==> config.mk <==
export PLATFORM = sky130hd
export DESIGN_NAME = hs_port_ctrl
export DESIGN_NICKNAME = d
export VERILOG_FILES = /design/src/rtl/hsp_pkg.sv /design/src/rtl/hsp_sync.sv /design/src/rtl/hsp_delay.sv /design/src/rtl/hsp_rx_buf.sv /design/src/rtl/hs_port_ctrl.sv
export SDC_FILE = /design/constraint.sdc
export NUM_CORES = 1
export LEC_CHECK = 0
export BUFFER_PORTS_ARGS = -buffer_cell sky130_fd_sc_hd__buf_4
export CORE_MARGIN = 2
export CORE_UTILIZATION = 35
export DETAILED_ROUTE_END_ITERATION = 10
export MAX_ROUTING_LAYER = met4
export PLACE_DENSITY_LB_ADDON = 0.12
export SKIP_LAST_GASP = 1
export SLEW_MARGIN = 25
export SYNTH_ARGS = -nofsm -noshare
export SYNTH_HDL_FRONTEND = slang
export SYNTH_HIERARCHICAL = 1
export SYNTH_SLANG_ARGS = --single-unit
export TNS_END_PERCENT = 5
==> constraint.sdc <==
create_clock -name clk -period 2.31 [get_ports clk]
set_clock_uncertainty 0.15 [all_clocks]
set_input_delay 0.3465 -clock clk [delete_from_list [all_inputs] [get_ports clk]]
set_output_delay 0.3465 -clock clk [all_outputs]
set_load 0.02 [all_outputs]
==> src/rtl/hsp_pkg.sv <==
package hsp_pkg;

  typedef enum logic [2:0] {
    ST_IN_IDLE   = 3'd0,
    ST_IN_HOLD   = 3'd1,
    ST_OUT_IDLE  = 3'd2,
    ST_OUT_SETUP = 3'd3,
    ST_OUT_DAV   = 3'd4,
    ST_OUT_END   = 3'd5
  } hsp_state_e;

endpackage

==> src/rtl/hsp_sync.sv <==
module hsp_sync #(
  parameter int STAGES = 2
) (
  input  logic clk,
  input  logic rst_n,
  input  logic d_in,
  output logic level,
  output logic fall
);
  localparam int N = (STAGES < 2) ? 2 : STAGES;

  logic [N-1:0] chain;
  logic         level_q;

  always_ff @(posedge clk or negedge rst_n) begin
    if (!rst_n) begin
      chain   <= '1;
      level_q <= 1'b1;
    end else begin
      chain   <= {chain[N-2:0], d_in};
      level_q <= chain[N-1];
    end
  end

  assign level = chain[N-1];
  assign fall  = level_q & ~chain[N-1];

endmodule

==> src/rtl/hsp_delay.sv <==
module hsp_delay #(
  parameter int CYCLES = 2
) (
  input  logic clk,
  input  logic rst_n,
  input  logic load,
  input  logic tick,
  output logic done
);
  localparam int CW = (CYCLES > 1) ? $clog2(CYCLES) : 1;
  localparam logic [CW-1:0] START = CW'((CYCLES > 0) ? CYCLES - 1 : 0);

  logic [CW-1:0] cnt;

  always_ff @(posedge clk or negedge rst_n) begin
    if (!rst_n) begin
      cnt <= '0;
    end else if (load) begin
      cnt <= START;
    end else if (tick && cnt != '0) begin
      cnt <= cnt - 1'b1;
    end
  end

  assign done = (cnt == '0);

endmodule

==> src/rtl/hsp_rx_buf.sv <==
module hsp_rx_buf #(
  parameter int WIDTH = 8
) (
  input  logic             clk,
  input  logic             rst_n,
  input  logic             capture,
  input  logic [WIDTH-1:0] cap_data,
  output logic             rx_valid,
  input  logic             rx_ready,
  output logic [WIDTH-1:0] rx_data
);

  always_ff @(posedge clk or negedge rst_n) begin
    if (!rst_n) begin
      rx_valid <= 1'b0;
      rx_data  <= '0;
    end else if (capture) begin
      rx_valid <= 1'b1;
      rx_data  <= cap_data;
    end else if (rx_valid && rx_ready) begin
      rx_valid <= 1'b0;
    end
  end

  AST_RX_HELD: assert property (@(posedge clk) disable iff (!rst_n)
    rx_valid && !rx_ready |=> rx_valid && $stable(rx_data));
  AST_NO_OVERRUN: assert property (@(posedge clk) disable iff (!rst_n)
    capture |-> !rx_valid);

endmodule

==> src/rtl/hs_port_ctrl.sv <==
module hs_port_ctrl
  import hsp_pkg::*;
#(
  parameter int WIDTH        = 8,
  parameter int SYNC_STAGES  = 2,
  parameter int SETUP_CYCLES = 2
) (
  input  logic             clk,
  input  logic             rst_n,
  input  logic             cfg_dir_out,
  input  logic [WIDTH-1:0] port_in,
  output logic [WIDTH-1:0] port_out,
  output logic             port_oe,
  input  logic             hs_in,
  output logic             hs_out,
  input  logic             tx_valid,
  output logic             tx_ready,
  input  logic [WIDTH-1:0] tx_data,
  output logic             rx_valid,
  input  logic             rx_ready,
  output logic [WIDTH-1:0] rx_data,
  output logic             busy,
  output logic             irq
);

  hsp_state_e state_q, state_d;
  logic hs_lvl, hs_fall;
  logic capture, accept, out_done, setup_done;
  logic irq_q;
  logic [WIDTH-1:0] out_q;

  hsp_sync #(.STAGES(SYNC_STAGES)) u_sync (
    .clk(clk), .rst_n(rst_n), .d_in(hs_in), .level(hs_lvl), .fall(hs_fall)
  );

  hsp_delay #(.CYCLES(SETUP_CYCLES)) u_setup (
    .clk(clk), .rst_n(rst_n), .load(accept),
    .tick(state_q == ST_OUT_SETUP), .done(setup_done)
  );

  hsp_rx_buf #(.WIDTH(WIDTH)) u_rx (
    .clk(clk), .rst_n(rst_n), .capture(capture), .cap_data(port_in),
    .rx_valid(rx_valid), .rx_ready(rx_ready), .rx_data(rx_data)
  );

  assign tx_ready = (state_q == ST_OUT_IDLE) && cfg_dir_out;
  assign accept   = tx_ready && tx_valid;

  always_comb begin
    state_d  = state_q;
    capture  = 1'b0;
    out_done = 1'b0;
    unique case (state_q)
      ST_IN_IDLE: begin
        if (cfg_dir_out) begin
          state_d = ST_OUT_IDLE;
        end else if (hs_fall) begin
          state_d = ST_IN_HOLD;
          capture = 1'b1;
        end
      end
      ST_IN_HOLD: begin
        if ((!rx_valid || rx_ready) && hs_lvl) state_d = ST_IN_IDLE;
      end
      ST_OUT_IDLE: begin
        if (!cfg_dir_out)  state_d = ST_IN_IDLE;
        else if (accept)   state_d = ST_OUT_SETUP;
      end
      ST_OUT_SETUP: begin
        if (setup_done && hs_lvl) state_d = ST_OUT_DAV;
      end
      ST_OUT_DAV: begin
        if (!hs_lvl) state_d = ST_OUT_END;
      end
      ST_OUT_END: begin
        if (hs_lvl) begin
          state_d  = ST_OUT_IDLE;
          out_done = 1'b1;
        end
      end
      default: state_d = ST_IN_IDLE;
    endcase
  end

  always_ff @(posedge clk or negedge rst_n) begin
    if (!rst_n) begin
      state_q <= ST_IN_IDLE;
      irq_q   <= 1'b0;
      out_q   <= '0;
    end else begin
      state_q <= state_d;
      irq_q   <= capture | out_done;
      if (accept) out_q <= tx_data;
    end
  end

  always_comb begin
    unique case (state_q)
      ST_IN_HOLD, ST_OUT_DAV: hs_out = 1'b0;
      default:                hs_out = 1'b1;
    endcase
  end

  assign port_oe  = (state_q == ST_OUT_IDLE) || (state_q == ST_OUT_SETUP) ||
                    (state_q == ST_OUT_DAV)  || (state_q == ST_OUT_END);
  assign busy     = (state_q == ST_OUT_SETUP) || (state_q == ST_OUT_DAV) ||
                    (state_q == ST_OUT_END);
  assign port_out = out_q;
  assign irq      = irq_q;

  AST_RDY_LOW_UNREAD: assert property (@(posedge clk) disable iff (!rst_n)
    !port_oe && rx_valid |-> !hs_out);
  AST_DIR_FROZEN_BUSY: assert property (@(posedge clk) disable iff (!rst_n)
    busy |=> port_oe);
  AST_PORT_HELD: assert property (@(posedge clk) disable iff (!rst_n)
    busy |=> $stable(port_out));
  AST_DAV_NEEDS_RDY: assert property (@(posedge clk) disable iff (!rst_n)
    port_oe && $fell(hs_out) |-> $past(hs_lvl));
  AST_DAV_RISE_ON_RDY: assert property (@(posedge clk) disable iff (!rst_n)
    port_oe && $rose(hs_out) |-> !$past(hs_lvl));
  AST_IRQ_SINGLE: assert property (@(posedge clk) disable iff (!rst_n)
    irq |=> !irq);

endmodule

==> results of run 1 <==
## where the power goes
| group | switching, mW | internal, mW |
|---|---|---|
| combinational | 0.494 | 0.547 |
| clock | 0.122 | 0.0674 |
| sequential | 0.150 | 0.618 |
## flip-flops by register name, summed over array words and instances, names as in the netlist
| register | cells |
|---|---|
| irq | 1 |
| port_out | 8 |
| state_q | 3 |
| u_rx/rx_data | 8 |
| u_rx/rx_valid | 1 |
| u_setup/cnt | 1 |
| u_sync/chain | 2 |
| u_sync/level_q | 1 |
## Yosys cell counts
master | count | area [um^2]
sky130_fd_sc_hd__a2111oi_2 | 1 | 15.0
sky130_fd_sc_hd__a2111oi_4 | 1 | 27.5
sky130_fd_sc_hd__a21o_2 | 1 | 8.76
sky130_fd_sc_hd__a21oi_1 | 2 | 10.0
sky130_fd_sc_hd__a21oi_2 | 1 | 8.76
sky130_fd_sc_hd__a31o_1 | 1 | 8.76
sky130_fd_sc_hd__and2_1 | 1 | 6.26
sky130_fd_sc_hd__and2b_1 | 1 | 7.51
sky130_fd_sc_hd__buf_2 | 1 | 5.00
sky130_fd_sc_hd__buf_4 | 1 | 7.51
sky130_fd_sc_hd__buf_6 | 2 | 22.5
sky130_fd_sc_hd__dfrtp_1 | 22 | 551
sky130_fd_sc_hd__dfstp_2 | 3 | 78.8
sky130_fd_sc_hd__inv_1 | 3 | 11.3
sky130_fd_sc_hd__inv_2 | 2 | 7.51
sky130_fd_sc_hd__mux2_1 | 10 | 113
sky130_fd_sc_hd__mux2_4 | 8 | 120
sky130_fd_sc_hd__mux2i_1 | 1 | 10.0
sky130_fd_sc_hd__nand2_1 | 2 | 7.51
sky130_fd_sc_hd__nand2_2 | 1 | 6.26
sky130_fd_sc_hd__nand2b_1 | 3 | 18.8
sky130_fd_sc_hd__nand2b_4 | 1 | 13.8
sky130_fd_sc_hd__nand3b_1 | 2 | 15.0
sky130_fd_sc_hd__nand4bb_1 | 1 | 11.3
sky130_fd_sc_hd__nor2_1 | 1 | 3.75
sky130_fd_sc_hd__nor2b_4 | 1 | 13.8
sky130_fd_sc_hd__nor3b_2 | 1 | 12.5
sky130_fd_sc_hd__nor4_1 | 1 | 6.26
sky130_fd_sc_hd__o21bai_1 | 1 | 7.51
sky130_fd_sc_hd__o21bai_2 | 1 | 11.3
sky130_fd_sc_hd__o2bb2ai_1 | 1 | 8.76
sky130_fd_sc_hd__xnor2_1 | 1 | 8.76
sky130_fd_sc_hd__xor2_1 | 2 | 17.5
## stage by stage
stage / utilization / area [um^2] / hold WS [ps] / power, mW / worst slack, ps
after global placement: 0.469 / 1540 / 115 / 1.80 / 402
after CTS: 0.483 / 1590 / 80.9 / 2.03 / 301
after detailed placement: 0.469 / 1540 / 119 / 1.83 / 352
after floorplan: - / 1180 / -99.1 / 1.44 / 442
after global routing: 0.483 / 1590 / 73.0 / 2.13 / 201
final: 0.483 / 1590 / 96.5 / 2.00 / 316
## worst max path at each step
stage               slack [ps]                   start  cells after the start                       to
floorplan                  440  state_q[2]$_DFFE_PN0P_                      5  port_out[0]$_DFFE_PN0P_
detailed placement         350  state_q[1]$_DFFE_PN0P_                      4   state_q[1]$_DFFE_PN0P_
finish                     320  state_q[1]$_DFFE_PN0P_                      4   state_q[1]$_DFFE_PN0P_
CTS                        300  state_q[2]$_DFFE_PN0P_                      3                 tx_ready
global placement           400  state_q[1]$_DFFE_PN0P_                      4   state_q[1]$_DFFE_PN0P_
global route               200  state_q[1]$_DFFE_PN0P_                      4   state_q[1]$_DFFE_PN0P_
## cell families after synthesis
group | after synthesis | synth area share
muxes | 19 | 0.206
DFF | 25 | 0.533
and+or+nand+nor | 16 | 0.104
xor gates and xnor gates | 3 | 0.0222
buffers and inverters | 9 | 0.0455
AOI/OAI and AO/OA | 10 | 0.0900
## metal layers
layer,vias up,global-route usage,wire length (um)
li1,376,-,-
met1,377,0.168,930
met2,24,0.213,1130
met3,2,0.0248,98
met4,0,0.0638,15
met5,-,-,0
## area by class of cell
type | count | area share
Sequential cell | 25 | 0.396
Timing Repair Buffer | 47 | 0.225
Clock buffer | 4 | 0.0165
Multi-Input combinational cell | 48 | 0.314
Tap cell | 46 | 0.0362
Inverter | 5 | 0.0118
## cells in the final DEF, fill, tap and decap left out, drive strengths merged
cell type    count
buf             45
dlygate4sd3      2
and2             1
dfstp            3
nand4bb          1
a21o             1
mux2            18
and2b            1
a31o             1
o2bb2ai          1
mux2i            1
o21bai           2
clkbuf           4
nand3b           2
nor2             1
a2111oi          2
nand2            3
a21oi            3
nand2b           4
nor4             1
dfrtp           22
xor2             2
inv              5
xnor2            1
nor3b            1
nor2b            1
## timing repair
| action | in CTS | in global routing |
|---|---|---|
| endpoints found under the hold margin | 23 | 0 |
| hold buffers | 2 | 0 |
| resized for setup | 0 | 0 |
## worst max-delay path, cell delays in order, from the launching register on
cell and delay [ps]:
sky130_fd_sc_hd__dfrtp_1 590, sky130_fd_sc_hd__nand2b_1 250, sky130_fd_sc_hd__o2bb2ai_1 140, sky130_fd_sc_hd__a2111oi_4 400, sky130_fd_sc_hd__mux2_1 360
==> results.rst, run 1 <==
.. list-table::
   :header-rows: 1

   * - Metric
     - Value
   * - Result of the run
     - completed
   * - Final ANT Viol Nets
     - 0
   * - Clock buffers created by TritonCTS
     - 3
   * - Initial standard-cell utilization of the core
     - 0.360
   * - Setup repair after global routing missed its margin
     - no
   * - Final WL
     - 2180 um
   * - Sort of element at the start of the critical path
     - register
   * - Gr usage total
     - 0.135
   * - Worst slew margin relative to its limit
     - 0.730
   * - Register-to-register path setup slack
     - around 320 ps
   * - Routed length per instance
     - roughly 12 um
   * - Area of the multi-input gates
     - ~500 um^2
   * - Crit end category
     - register
   * - Required @ worst endpoint
     - around 2400 ps
   * - Placed Cells
     - 169
   * - Final setup TNS
     - 0 ps
   * - Mapped Area
     - between 1000 and 1500 um^2
   * - Clk root buf
     - sky130_fd_sc_hd__clkbuf_4
   * - Count of port buffers added during placement
     - 43
   * - Reg-to-Reg End
     - state_q[1]$_DFFE_PN0P_
   * - Vias in the first global route
     - slightly below 800
   * - Power density of the placed cells
     - roughly 1300 nW/um^2
   * - Setup violations, final
     - 0
   * - Fmax
     - around 0.5 GHz
   * - Fraction of layout instances using a drive strength above 1
     - 0.543
   * - Slew @ Worst Pin
     - around 400 ps
   * - Yosys Warn Count
     - 6
   * - Number of synthesized register bits
     - 25
   * - Io pins
     - 44
   * - Number of standard-cell rows in the floorplan
     - 21
   * - Buffers from clock root to sink, at most
     - 2
   * - Detailed-route DRC error count
     - 0
   * - Die area
     - slightly below 4000 um^2
   * - Largest net degree at the start of global routing
     - 26
   * - Via-per-instance ratio
     - roughly 4.5
   * - Via count
     - between 700 and 800
   * - Post-Syn Nets
     - 104
   * - Wire length of the first global-routing pass
     - about 3600 um
   * - Number of failing hold endpoints at the final stage
     - 0
   * - Clock H-tree levels
     - 1
   * - Sequential fraction of the synthesis area
     - 0.533
   * - Chip Height
     - just over 60 um
   * - Global placement routability congestion
     - 0.770
   * - Placeable core region
     - between 3000 and 4000 um^2
   * - 1st-iter DRT viols
     - 25
   * - Total congestion overflow after global routing
     - 0
   * - Min-delay src
     - tx_data[6]
   * - Area delta synth->final
     - 34.4%
   * - Diodes inserted
     - 0
   * - Minimum clock period
     - ~2000 ps
   * - Distinct cells, synth
     - 33
   * - DRT Pass-1 Iters
     - 4
   * - Arrival time at the worst endpoint
     - 2050 ps
   * - Number of max-slew violations in the final report
     - 0
   * - Min-Delay Endpoint
     - port_out[6]$_DFFE_PN0P_
   * - Peak VDD IR
     - 466 uV
   * - RR Startpoint
     - state_q[1]$_DFFE_PN0P_
   * - Count of max-cap constraint violations
     - 0
   * - Final critical-path share of the clock period
     - 0.863
   * - Cell depth of the worst min-delay path
     - 2
   * - Highest net fanout along the worst path
     - 12
   * - Number of instances in the synthesized netlist
     - between 80 and 90
   * - Critical path class
     - register to register
   * - Type of the worst min-delay path
     - primary input to register
   * - Number of cells traversed by the worst register-to-register path
     - 4
   * - Clock net sink count
     - 25
   * - Fill cell count
     - about 330
   * - Horizontal extent of the die
     - slightly above 60 um
   * - Initial antenna violation count
     - 0
   * - CTS tree
     - done
   * - Setup fix buffers added after clock tree synthesis
     - 0
   * - Post-detail-place hpwl
     - between 1500 and 2000 um
   * - Mean post-synth cell area
     - ~14 um^2
   * - Clock edge transition at the registers on the reported setup and hold paths
     - 130 ps
   * - Number of cells in the finished layout apart from fillers
     - between 150 and 200
   * - Sequential standard cell area
     - roughly 630 um^2
   * - Leakage power summed over all cells
     - between 0.7 and 0.8 nW
   * - Clock insertion delay at the later pin of the skew report
     - about 310 ps
   * - Nets
     - ~150
No activity file was read; power rests on OpenSTA's default activity.
==> run 2, diff against run 1 <==
BUFFER_PORTS_ARGS = default   (was -buffer_cell sky130_fd_sc_hd__buf_4)
CORE_UTILIZATION = 25   (was 35)
DONT_BUFFER_PORTS = 1   (was default)
RECOVER_POWER = 25   (was default)
==> run 2 against run 1 <==
Flip-flop and latch count did not move. Die area rose by 37%. Total power fell by 12%. Final cell count fell by 19%. Utilization fell by 20 points. Sequential share of layout area rose by 8.5 points. Sequential power rose by 27%. First-iteration DRC count rose by 20%. Wire length fell by 9.2%. Combinational power fell by 49%. Count of clock-buffer cells in the layout fell by 1. Register-to-register slack improved by 30 ps. Largest power group is now registers.
==> results.rst, run 2 (synthesized netlist as in run 1, its figures left out) <==
.. list-table::
   :header-rows: 1

   * - Metric
     - Value
   * - Initial standard-cell utilization of the core
     - 0.255
   * - Wire length of the first global-routing pass
     - about 3200 um
   * - Post-detail-place hpwl
     - 1500 um
   * - Global placement routability congestion
     - 0.727
   * - Placed Cells
     - around 140
   * - Number of standard-cell rows in the floorplan
     - 25
   * - Clock insertion delay at the later pin of the skew report
     - 260 ps
   * - Slowest cell on the critical path
     - sky130_fd_sc_hd__dfrtp_1
   * - Clk root buf
     - sky130_fd_sc_hd__clkbuf_8
   * - Final ANT Viol Nets
     - 0
   * - Clock H-tree levels
     - 1
   * - Peak VDD IR
     - around 430 uV
   * - Vias in the first global route
     - 650
   * - Clock net sink count
     - 25
   * - Total congestion overflow after global routing
     - 0
   * - Final critical-path share of the clock period
     - 0.848
   * - Most used cells in the layout excluding fill and tap cells
     - sky130_fd_sc_hd__dfrtp_1 (22), sky130_fd_sc_hd__mux2_1 (10), sky130_fd_sc_hd__mux2_4 (8)
   * - Setup fix buffers added after clock tree synthesis
     - 0
   * - Horizontal extent of the die
     - around 73 um
   * - Worst slew margin relative to its limit
     - 0.109
   * - Final setup TNS
     - 0 ps
   * - Diodes inserted
     - 0
   * - Clock buffers created by TritonCTS
     - 3
   * - Count of port buffers added during placement
     - 0
   * - Largest net degree at the start of global routing
     - 26
   * - Nets
     - 111
   * - Detailed-routed wire length on met3
     - 170 um
   * - Placeable core region
     - ~4600 um^2
   * - Io pins
     - 44
   * - Number of cells in the finished layout apart from fillers
     - approximately 140
   * - Via count
     - 630
   * - Gate family responsible for the most delay along the worst path
     - flip-flops
   * - Number of max-slew violations in the final report
     - 0
   * - WL met2
     - a little over 900 um
   * - Critical-path cell list
     - nand2b_1, o2bb2ai_1, a2111oi_4, mux2_1
   * - Highest net fanout along the worst path
     - 12
   * - Leading cell type in the layout, fill and taps excluded
     - sky130_fd_sc_hd__dfrtp_1
   * - Required @ worst endpoint
     - between 2000 and 2500 ps
   * - Critical path class
     - register to register
   * - Register-to-register path setup slack
     - around 350 ps
   * - Buffers from clock root to sink, at most
     - 2
   * - DRT Pass-1 Iters
     - 3
   * - Final WL
     - about 2000 um
   * - Crit end category
     - register
   * - Setup repair after global routing missed its margin
     - no
   * - Arrival time at the worst endpoint
     - 1960 ps
   * - Worst setup slack after placement
     - roughly 360 ps
   * - Fmax
     - approximately 0.51 GHz
   * - Sort of element at the start of the critical path
     - register
   * - Power density of the placed cells
     - roughly 1300 nW/um^2
   * - Gr usage total
     - 0.0803
   * - Total design power
     - 1.76 mW
   * - Type of the worst min-delay path
     - primary input to register
   * - Die area
     - around 5300 um^2
   * - Chip Height
     - between 70 and 80 um
   * - Worst stage delay on the critical path
     - 560 ps
   * - Minimum clock period
     - 1960 ps
   * - Detailed-route DRC error count
     - 0
   * - Fraction of layout instances using a drive strength above 1
     - 0.330
   * - Routed metal-1 wirelength
     - approximately 860 um
   * - Setup violations, final
     - 0
   * - 1st-iter DRT viols
     - 30
   * - Top layer used by detailed routing
     - met4
   * - Area delta synth->final
     - 10.6%
   * - Initial antenna violation count
     - 0
   * - Leakage power summed over all cells
     - 0.581 nW
   * - Result of the run
     - completed
   * - Via-per-instance ratio
     - ~4.4
   * - Clock edge transition at the registers on the reported setup and hold paths
     - ~80 ps
   * - Count of max-cap constraint violations
     - 0
   * - Buf+Inv Stages, Crit Path
     - 0
   * - Routed length per instance
     - approximately 14 um
   * - Slew @ Worst Pin
     - 1340 ps
   * - Number of failing hold endpoints at the final stage
     - 0
   * - CTS tree
     - done
   * - Final Worst Setup Slack
     - between 300 and 400 ps
   * - Post-Route Hold Slack
     - ~60 ps
## run 2: cell types whose count changed in the layout (fill, tap and decap cells not counted), sizes merged
cell / previous run / this run
buf: 45 / 3
clkinv: 0 / 1
## run 2: repair_timing
action / 4_1_cts / 5_1_grt
endpoints found under the setup margin: 0 / 0
endpoints found under the hold margin: 26 / 0
gates resized for setup: 0 / 0
hold buffers: 3 / 0
## run 2: per-stage QoR
step | utilization | cell area, um^2
2_1_floorplan | - | 1180
3_3_place_gp | 0.267 | 1240
3_5_place_dp | 0.267 | 1240
4_1_cts | 0.286 | 1320
5_1_grt | 0.282 | 1310
6_report | 0.282 | 1310
## run 2: path summary, 6_finish.rpt
path	cells after the start	startpoint	to
worst min register to register	0	u_sync/chain[0]$_DFF_PN1_	u_sync/chain[1]$_DFF_PN1_
worst max-delay path	4	state_q[1]$_DFFE_PN0P_	state_q[0]$_DFFE_PN0P_
max in group asynchronous	2	rst_n	port_out[6]$_DFFE_PN0P_
worst min-delay path	1	tx_data[7]	port_out[7]$_DFFE_PN0P_
worst max register to register	4	state_q[1]$_DFFE_PN0P_	state_q[0]$_DFFE_PN0P_
min in group asynchronous	2	rst_n	u_rx/rx_data[5]$_DFFE_PN0P_
## run 2: layout make-up
class | count | area (um^2)
Clock inverter | 1 | 5.00
Inverter | 5 | 18.8
Clock buffer | 3 | 41.3
Multi-Input combinational cell | 48 | 498
Fill cell | 489 | 3320
Timing Repair Buffer | 6 | 46.3
Sequential cell | 25 | 629
Tap cell | 54 | 67.6
## run 2: routing by layer
layer	track usage	up-vias
li1	-	295
met1	0.0965	307
met2	0.123	26
met3	0.0331	2
met4	0.0247	0
met5	-	-
## run 2: power by group
part           total (mW)  switching, mW  internal (mW)
sequential          0.973          0.354          0.619
combinational       0.535          0.232          0.303
clock               0.249          0.129          0.120
total                1.76          0.715           1.04
